[config.mk]
export PLATFORM = sky130hd
export DESIGN_NAME = brk_flag_bank
export DESIGN_NICKNAME = d
export VERILOG_FILES = /design/src/rtl/bfb_pkg.sv /design/src/rtl/bfb_flag_cell.sv /design/src/rtl/bfb_ctrl_reg.sv /design/src/rtl/bfb_reg_decode.sv /design/src/rtl/brk_flag_bank.sv
export SDC_FILE = /design/constraint.sdc
export NUM_CORES = 1
export LEC_CHECK = 0
export BUFFER_PORTS_ARGS = -buffer_cell sky130_fd_sc_hd__buf_2
export CAP_MARGIN = 10
export CORE_MARGIN = 2
export CORE_UTILIZATION = 41
export DETAILED_ROUTE_END_ITERATION = 8
export PLACE_DENSITY_LB_ADDON = 0.25
export SETUP_SLACK_MARGIN = 0.3
export SLEW_MARGIN = 20
export SYNTH_ARGS = -nofsm -noshare
export SYNTH_HDL_FRONTEND = slang
export SYNTH_SLANG_ARGS = --single-unit
[constraint.sdc]
create_clock -name clk_i -period 1.45 [get_ports clk_i]
set_input_delay 0.29 -clock clk_i [delete_from_list [all_inputs] [get_ports clk_i]]
set_output_delay 0.29 -clock clk_i [all_outputs]
set_load 0.005 [all_outputs]
[src/rtl/bfb_pkg.sv]
package bfb_pkg;

   // Register accesses may touch flag state when break is low,
   // or when the permit bit allows it during break.
   function automatic logic access_open(input logic brk, input logic permit);
      return !brk || permit;
   endfunction

   typedef struct packed {
      logic rd;
      logic wr;
   } bus_strb_t;

endpackage

[src/rtl/bfb_flag_cell.sv]
module bfb_flag_cell (
   input  logic clk_i,
   input  logic rst_ni,
   input  logic set_ev_i,
   input  logic arm_rd_i,
   input  logic clr_wr_i,
   input  logic protect_i,
   output logic flag_o,
   output logic arm_o
);

   logic flag_q;
   logic arm_q;

   // A hardware set always wins over a clear in the same cycle.
   always_ff @(posedge clk_i or negedge rst_ni) begin
      if (!rst_ni) begin
         flag_q <= 1'b0;
      end else if (set_ev_i) begin
         flag_q <= 1'b1;
      end else if (clr_wr_i && arm_q) begin
         flag_q <= 1'b0;
      end
   end

   // Arming needs a permitted read while the flag is high.
   // A completed clear disarms the flag.
   always_ff @(posedge clk_i or negedge rst_ni) begin
      if (!rst_ni) begin
         arm_q <= 1'b0;
      end else if (clr_wr_i && arm_q && !set_ev_i) begin
         arm_q <= 1'b0;
      end else if (arm_rd_i && flag_q) begin
         arm_q <= 1'b1;
      end
   end

   assign flag_o = flag_q;
   assign arm_o  = arm_q;

   p_set_wins_r5: assert property (@(posedge clk_i) disable iff (!rst_ni)
      set_ev_i |=> flag_q);

   p_no_blind_clear_r4: assert property (@(posedge clk_i) disable iff (!rst_ni)
      (flag_q && !arm_q) |=> flag_q);

   p_arm_frozen_r7: assert property (@(posedge clk_i) disable iff (!rst_ni)
      protect_i |=> $stable(arm_q));

endmodule

[src/rtl/bfb_ctrl_reg.sv]
module bfb_ctrl_reg #(
   parameter int DATA_W  = 8,
   parameter int PERM_BIT = 0
) (
   input  logic              clk_i,
   input  logic              rst_ni,
   input  logic              wr_i,
   input  logic [DATA_W-1:0] wdata_i,
   output logic              permit_o
);

   logic permit_q;

   // Writable at any time, break or not.
   always_ff @(posedge clk_i or negedge rst_ni) begin
      if (!rst_ni) begin
         permit_q <= 1'b0;
      end else if (wr_i) begin
         permit_q <= wdata_i[PERM_BIT];
      end
   end

   assign permit_o = permit_q;

   p_permit_hold_r9: assert property (@(posedge clk_i) disable iff (!rst_ni)
      !wr_i |=> $stable(permit_q));

endmodule

[src/rtl/bfb_reg_decode.sv]
module bfb_reg_decode #(
   parameter int NUM_FLAGS = 4,
   parameter int DATA_W    = 8,
   parameter int ADDR_W    = 2,
   parameter int STAT_ADDR = 0,
   parameter int CTRL_ADDR = 1,
   parameter int PERM_BIT  = 0,
   parameter bit RDATA_REG = 1'b0
) (
   input  logic                 clk_i,
   input  logic                 rst_ni,
   input  bfb_pkg::bus_strb_t   strb_i,
   input  logic [ADDR_W-1:0]    addr_i,
   input  logic [DATA_W-1:0]    wdata_i,
   input  logic                 brk_i,
   input  logic                 permit_i,
   input  logic [NUM_FLAGS-1:0] flags_i,
   output logic [NUM_FLAGS-1:0] arm_rd_o,
   output logic [NUM_FLAGS-1:0] clr_wr_o,
   output logic                 ctrl_wr_o,
   output logic                 protect_o,
   output logic [DATA_W-1:0]    rdata_o
);

   localparam logic [ADDR_W-1:0] StatA = ADDR_W'(STAT_ADDR);
   localparam logic [ADDR_W-1:0] CtrlA = ADDR_W'(CTRL_ADDR);

   logic hit_stat;
   logic hit_ctrl;
   logic open_acc;
   logic [DATA_W-1:0] rmux;

   assign hit_stat  = (addr_i == StatA);
   assign hit_ctrl  = (addr_i == CtrlA);
   assign open_acc  = bfb_pkg::access_open(brk_i, permit_i);
   assign protect_o = !open_acc;
   assign ctrl_wr_o = strb_i.wr && hit_ctrl;

   for (genvar i = 0; i < NUM_FLAGS; i++) begin : g_strobe
      assign arm_rd_o[i] = strb_i.rd && hit_stat && open_acc;
      assign clr_wr_o[i] = strb_i.wr && hit_stat && open_acc && !wdata_i[i];
   end

   always_comb begin
      rmux = '0;
      if (hit_stat) begin
         rmux[NUM_FLAGS-1:0] = flags_i;
      end else if (hit_ctrl) begin
         rmux[PERM_BIT] = permit_i;
      end
   end

   if (RDATA_REG) begin : g_rd_reg
      logic [DATA_W-1:0] rdata_q;
      always_ff @(posedge clk_i or negedge rst_ni) begin
         if (!rst_ni) begin
            rdata_q <= '0;
         end else if (strb_i.rd) begin
            rdata_q <= rmux;
         end
      end
      assign rdata_o = rdata_q;
   end else begin : g_rd_comb
      assign rdata_o = rmux;
   end

   p_protect_blocks_r7: assert property (@(posedge clk_i) disable iff (!rst_ni)
      (brk_i && !permit_i) |-> (clr_wr_o == '0 && arm_rd_o == '0));

endmodule

[src/rtl/brk_flag_bank.sv]
module brk_flag_bank #(
   parameter int NUM_FLAGS = 4,
   parameter int DATA_W    = 8,
   parameter int ADDR_W    = 2,
   parameter int STAT_ADDR = 0,
   parameter int CTRL_ADDR = 1,
   parameter int PERM_BIT  = 0,
   parameter bit RDATA_REG = 1'b0
) (
   input  logic                 clk_i,
   input  logic                 rst_ni,
   input  logic                 brk_i,
   input  logic [NUM_FLAGS-1:0] set_i,
   input  logic                 rd_i,
   input  logic                 wr_i,
   input  logic [ADDR_W-1:0]    addr_i,
   input  logic [DATA_W-1:0]    wdata_i,
   output logic [DATA_W-1:0]    rdata_o,
   output logic [NUM_FLAGS-1:0] flags_o
);

   localparam int NumAddr = 1 << ADDR_W;

   if (NUM_FLAGS < 1 || NUM_FLAGS > DATA_W) begin : g_chk_nf
      $error("flag count must be between 1 and the data width");
   end
   if (PERM_BIT < 0 || PERM_BIT >= DATA_W) begin : g_chk_pb
      $error("permit bit lies outside the data word");
   end
   if (STAT_ADDR == CTRL_ADDR || STAT_ADDR >= NumAddr || CTRL_ADDR >= NumAddr) begin : g_chk_ad
      $error("register addresses must be distinct and reachable");
   end

   bfb_pkg::bus_strb_t    strb;
   logic                  permit;
   logic                  protect;
   logic                  ctrl_wr;
   logic [NUM_FLAGS-1:0]  arm_rd;
   logic [NUM_FLAGS-1:0]  clr_wr;
   logic [NUM_FLAGS-1:0]  arm;

   assign strb.rd = rd_i;
   assign strb.wr = wr_i;

   bfb_ctrl_reg #(.DATA_W(DATA_W), .PERM_BIT(PERM_BIT)) u_ctrl (
      .clk_i    (clk_i),
      .rst_ni   (rst_ni),
      .wr_i     (ctrl_wr),
      .wdata_i  (wdata_i),
      .permit_o (permit)
   );

   bfb_reg_decode #(
      .NUM_FLAGS (NUM_FLAGS), .DATA_W (DATA_W), .ADDR_W (ADDR_W),
      .STAT_ADDR (STAT_ADDR), .CTRL_ADDR (CTRL_ADDR),
      .PERM_BIT  (PERM_BIT),  .RDATA_REG (RDATA_REG)
   ) u_dec (
      .clk_i     (clk_i),
      .rst_ni    (rst_ni),
      .strb_i    (strb),
      .addr_i    (addr_i),
      .wdata_i   (wdata_i),
      .brk_i     (brk_i),
      .permit_i  (permit),
      .flags_i   (flags_o),
      .arm_rd_o  (arm_rd),
      .clr_wr_o  (clr_wr),
      .ctrl_wr_o (ctrl_wr),
      .protect_o (protect),
      .rdata_o   (rdata_o)
   );

   for (genvar i = 0; i < NUM_FLAGS; i++) begin : g_cell
      bfb_flag_cell u_cell (
         .clk_i     (clk_i),
         .rst_ni    (rst_ni),
         .set_ev_i  (set_i[i]),
         .arm_rd_i  (arm_rd[i]),
         .clr_wr_i  (clr_wr[i]),
         .protect_i (protect),
         .flag_o    (flags_o[i]),
         .arm_o     (arm[i])
      );

      p_flag_kept_in_break_r7: assert property (@(posedge clk_i) disable iff (!rst_ni)
         (brk_i && !permit && flags_o[i]) |=> flags_o[i]);

      p_clear_follows_arm_r3: assert property (@(posedge clk_i) disable iff (!rst_ni)
         (flags_o[i] && !set_i[i] && arm[i] && wr_i && !brk_i
          && addr_i == ADDR_W'(STAT_ADDR) && !wdata_i[i]) |=> !flags_o[i]);
   end

endmodule

=== Word-level counts from Yosys, hierarchy flattened ===
Index checks and enable logic that the tools add are counted.

* Multiplexer cells: 19
* Reductions and logical operators: 40
* Equality and inequality tests: 1

{| class="wikitable"
|+ Operator list
! kind !! count
|-
| logical AND 1 bit || 21
|-
| two-way mux 1 bit || 18
|-
| nonzero test 2 bit || 8
|-
| zero test 1 bit || 9
|-
| two-way mux 3 bit || 1
|-
| equality test 2 x 1 -> 1 bit (second input constant) || 1
|-
| zero test 2 bit || 1
|-
| logical OR 1 bit || 1
|}

* Output and inout bits: 12
* Logic and storage cells: 69
* Input port bits: 19
* Bits in registers: 9

=== Depth between registers and ports, before layout ===
* Depth after elaboration: 7
* Mapped depth: 3
* Mapped depth without buffers: 3

=== Cells and area by module ===
A second synthesis with hierarchy kept.

* Cell total of the unflattened synthesis: 49
* Area total of the unflattened synthesis: 534.3 um^2

{| class="wikitable"
|+ Modules (own cells, without submodules)
! module !! area each (um^2) !! seq. area each (um^2) !! times used !! cells each
|-
| bfb_flag_cell || 76.3 || 50.0 || 4 || 6
|-
| bfb_reg_decode || 188.9 || 0.0 || 1 || 23
|-
| bfb_ctrl_reg || 40.0 || 25.0 || 1 || 2
|}

=== Worst setup path after synthesis ===
OpenSTA, ideal clock, no wires.

* Kind: reg-to-reg
* Start: register u_ctrl.permit_q (netlist: u_ctrl.permit_o)
* End: register g_cell[0].u_cell.arm_q
* Slack: 0.438 ns
* Path buffers: 0
* Required time: 1.326 ns
* Setup time: 0.124 ns
* Arrival: 0.888 ns
* Clock period less this slack: 1.012 ns
* Cell stages (with the launch flop): 4
* Cells stage by stage: dfrtp_1 nand2b_2 a41o_1 o31a_1

* Word-level cells in the longest chain between the ends: 6
* Elaborated cells on any way between the ends: 9
* Those cells by class: mux: 1; reduce/logical: 8

{| class="wikitable"
|+ Ends and longest elaborated chain
! item !! RTL line !! RTL
|-
| from (decl) || bfb_ctrl_reg.sv:12 || <nowiki>logic permit_q;</nowiki>
|-
| from (signal assigned) || bfb_ctrl_reg.sv:19 || <nowiki>permit_q <= wdata_i[PERM_BIT];</nowiki>
|-
| logical OR 1 bit (*) || bfb_pkg.sv:6 || <nowiki>return !brk || permit;</nowiki>
|-
| logical AND 1 bit (2 in a row) || bfb_reg_decode.sv:41 || <nowiki>assign clr_wr_o[i] = strb_i.wr && hit_stat && open_acc && !wdata_i[i];</nowiki>
|-
| logical AND 1 bit (2 in a row) || bfb_flag_cell.sv:31 || <nowiki>end else if (clr_wr_i && arm_q && !set_ev_i) begin</nowiki>
|-
| two-way mux 1 bit or nonzero test 2 bit (tied branches) || - ||
|-
| to (signal assigned) || bfb_flag_cell.sv:30 || <nowiki>arm_q <= 1'b0;</nowiki>
|-
| to (signal assigned) || bfb_flag_cell.sv:32 || <nowiki>arm_q <= 1'b0;</nowiki>
|-
| to (signal assigned) || bfb_flag_cell.sv:34 || <nowiki>arm_q <= 1'b1;</nowiki>
|-
| to (decl) || bfb_flag_cell.sv:13 || <nowiki>logic arm_q;</nowiki>
|}

Mark *: on every way between the ends. The rest lies on a longest branch, timed or not.
A chain may end at the register's enable or synchronous reset.

=== Worst setup path in the final report ===
* Start: register u_ctrl.permit_q (netlist: u_ctrl.permit_o)
* End: output rdata_o[0]

* Word-level cells in the longest chain between the ends: 2

{| class="wikitable"
|+ Ends and longest elaborated chain
! item !! RTL line !! RTL
|-
| two-way mux 1 bit || bfb_reg_decode.sv:48 || <nowiki>end else if (hit_ctrl) begin</nowiki>
|-
| two-way mux 1 bit || bfb_reg_decode.sv:46 || <nowiki>if (hit_stat) begin</nowiki>
|-
| to (decl) || brk_flag_bank.sv:18 || <nowiki>output logic [DATA_W-1:0] rdata_o,</nowiki>
|}

Every way passes these cells.

==> run summary <==
Cell Count, Final, Fillers Out -> 90
Wire per inst -> 10.68 um
DR WL met3 -> 82 um
Core Region -> 1252 um2
Syn. warnings -> 0
WL met2 -> 432 um
Post-route cell area -> 704.4 um2
Startpoint Class -> flop
Residual DRC count -> 0
Worst setup margin -> 237.0 ps
Clk sinks -> 9
Crit path kind -> reg2out
Hold depth -> 2
First-pass GRT wire length -> 1455 um
Fin crit share -> 0.8366
Tot GR Track Use -> 0.1412
Final Power -> 0.6561 mW
DRT iter0 DRCs -> 1
Worst-case clock buffer depth -> 2
FF+latch count, synth -> 9
Crit path max fanout -> 2
Sum Neg Setup Slack -> 0 ps
Chip height -> 40.10 um
Final wirelength -> 961 um
Initial antenna violation count -> 0
I/O pin cnt -> 31
Via/cell ratio -> 4.678
Cell Area, Synth -> 534.3 um2
R2R depth -> 4
Leading cell type in the layout, fill and taps excluded -> buf_2
Mux contribution to synthesized area -> 0.03981
Hold Crit Class -> in2reg
Width of the chip -> 40.10 um
Final setup viols -> 0
Worst Clk Skew -> 0.3456 ps
Worst EP required -> 1160 ps
Nets -> 95
CP max stage delay -> 380 ps
Synth Instances -> 49
Synth Area in Compound Gates -> 0.2061
# rows -> 13
Share of layout cells above drive strength 1 -> 0.4933
Library cells used by synthesis -> 16
Largest net degree at the start of global routing -> 10
Max-Cap Viols -> 0
Final hold vios -> 0
IO buf count -> 22
Placed inst area -> 614.3 um2
Pwr/cell area -> 931.4 nW/um2
VDD IR-drop max -> 0.0006333 V
Main combinational cell family by area after synthesis -> simple AND/OR/NAND/NOR gates
Worst-path cell chain -> mux2i_1 > nor2_1 > buf_2
Vias in the first global route -> 368
Layout Area Growth over Synthesis -> 31.85%
RSZ-0062 raised after global routing -> yes
Peak Freq -> 0.8244 GHz
Drt pass-1 iters -> 2
Outcome -> finished clean
Syn avg cell area -> 10.90 um2
DR top layer -> met4
Num CTS Buffers -> 3
# diodes -> 0
GR Overflow Total -> 0
Die area -> 1608 um2
Antenna Nets Post-Route -> 0
Crit path capture type -> output port
Xor/xnor share of the synthesized area -> 0
Post-layout min period -> 1213 ps
Clock latency on the worst-skew pair -> 250 ps
Placer's final routability congestion estimate -> 0.6079
Synth Area in Simple Gates -> 0.2131
Leak -> 0.3111 nW
Vias -> 421
Most frequent cells in the layout -> 22 x buf_2, 9 x dfrtp_1, 8 x o31a_1
CP max stage cell -> dfrtp_1
Starting Density -> 0.4266
Area of the multi-input gates -> 284.0 um2
Met1 Wirelength -> 433 um
Top area cells in the synthesized netlist -> dfrtp_1 42%, o31a_1 13%, buf_4 11%
TritonCTS clock tree -> done
Reg clk slew, reported paths -> 60 ps
Fill count -> 122
Root Buffer -> clkbuf_4
Inst Count DP -> 81
Top cell type by total area after synthesis -> dfrtp_1
H-Tree Depth -> 1
Reg area -> 225.2 um2
Post-synthesis adder-cell area fraction -> 0
Register area share after synthesis -> 0.4215
Data arrival, critical path -> 920 ps
Pre-CTS WS -> 220.2 ps
Max Slew Vio Count -> 0
Synth top area share -> 0.4215
-- worst paths after layout --
check                                                      end                                from  slack (ps)
setup / recovery                                    rdata_o[0]         u_ctrl.permit_o$_DFFE_PN0P_         240
hold / removal                     u_ctrl.permit_o$_DFFE_PN0P_                          wdata_i[0]         270
setup reg to reg            g_cell[1].u_cell.arm_o$_DFFE_PN0P_         u_ctrl.permit_o$_DFFE_PN0P_         330
hold reg to reg             g_cell[0].u_cell.arm_o$_DFFE_PN0P_  g_cell[0].u_cell.arm_o$_DFFE_PN0P_         590
max in group asynchronous  g_cell[1].u_cell.flag_o$_DFFE_PN0P_                              rst_ni         850
min in group asynchronous  g_cell[0].u_cell.flag_o$_DFFE_PN0P_                              rst_ni         420
-- worst max-delay path: cells and delay by family, from the launching register on --
kind	cells	cell delay, ps
simple gates	1	50
buf+inv	1	120
mux	1	130
flops	1	380
-- layout make-up --
type                       instances  area share
multi-input combinational         35      0.4032
sequential                         9      0.3197
timing repair buffer              27      0.2131
clock buffer                       4     0.03730
tap                               15     0.02664
-- stage by stage --
| stage | hold slack (ps) | util |
|---|---|---|
| global placement | 151.9 | 0.4905 |
| floorplan | -5.591 | - |
| global route | 266.4 | 0.5624 |
| CTS | 262.1 | 0.5415 |
| finish | 268.2 | 0.5624 |
| detailed placement | 156.6 | 0.4905 |
-- timing repair --
action                                 4_1_cts  5_1_grt
cloned                                       0        0
endpoints found under the hold margin        9        0
resized for setup                            1        3
pin swaps                                    0        6
setup endpoints to repair                    4       13
hold buffers                                 1        0
setup buffers                                3        1
-- synth_stat cells (all sizes together) --
master,number
nand2,1
conb,1
buf,8
and2,3
o31a,8
mux2i,1
nor2,2
nand3b,1
dfrtp,9
nand2b,5
mux2,1
a41o,4
nor3b,1
or2,4
-- per-layer routing --
metal	vias up	track usage
li1	220	-
met1	182	0.1765
met2	17	0.2177
met3	2	0.02222
met4	0	0.1034
met5	-	0
-- flip-flops by register name, summed over array words and instances (netlist names) --
name / cells
g_cell.u_cell.arm_o: 4
g_cell.u_cell.flag_o: 4
u_ctrl.permit_o: 1
-- power by group --
group | switching, mW | total, mW | internal [mW]
Combinational | 0.0704 | 0.165 | 0.0943
Sequential | 0.0179 | 0.303 | 0.285
Clock | 0.0823 | 0.188 | 0.106
Total | 0.171 | 0.656 | 0.485
-- kinds of logic after synthesis --
logic type,count (synthesis)
AO/OA/AOI/OAI,12
buffers and inverters,8
flip-flops,9
multiplexers,2
other,1
AND/OR/NAND/NOR,17
No activity file was read; power rests on OpenSTA's default activity.
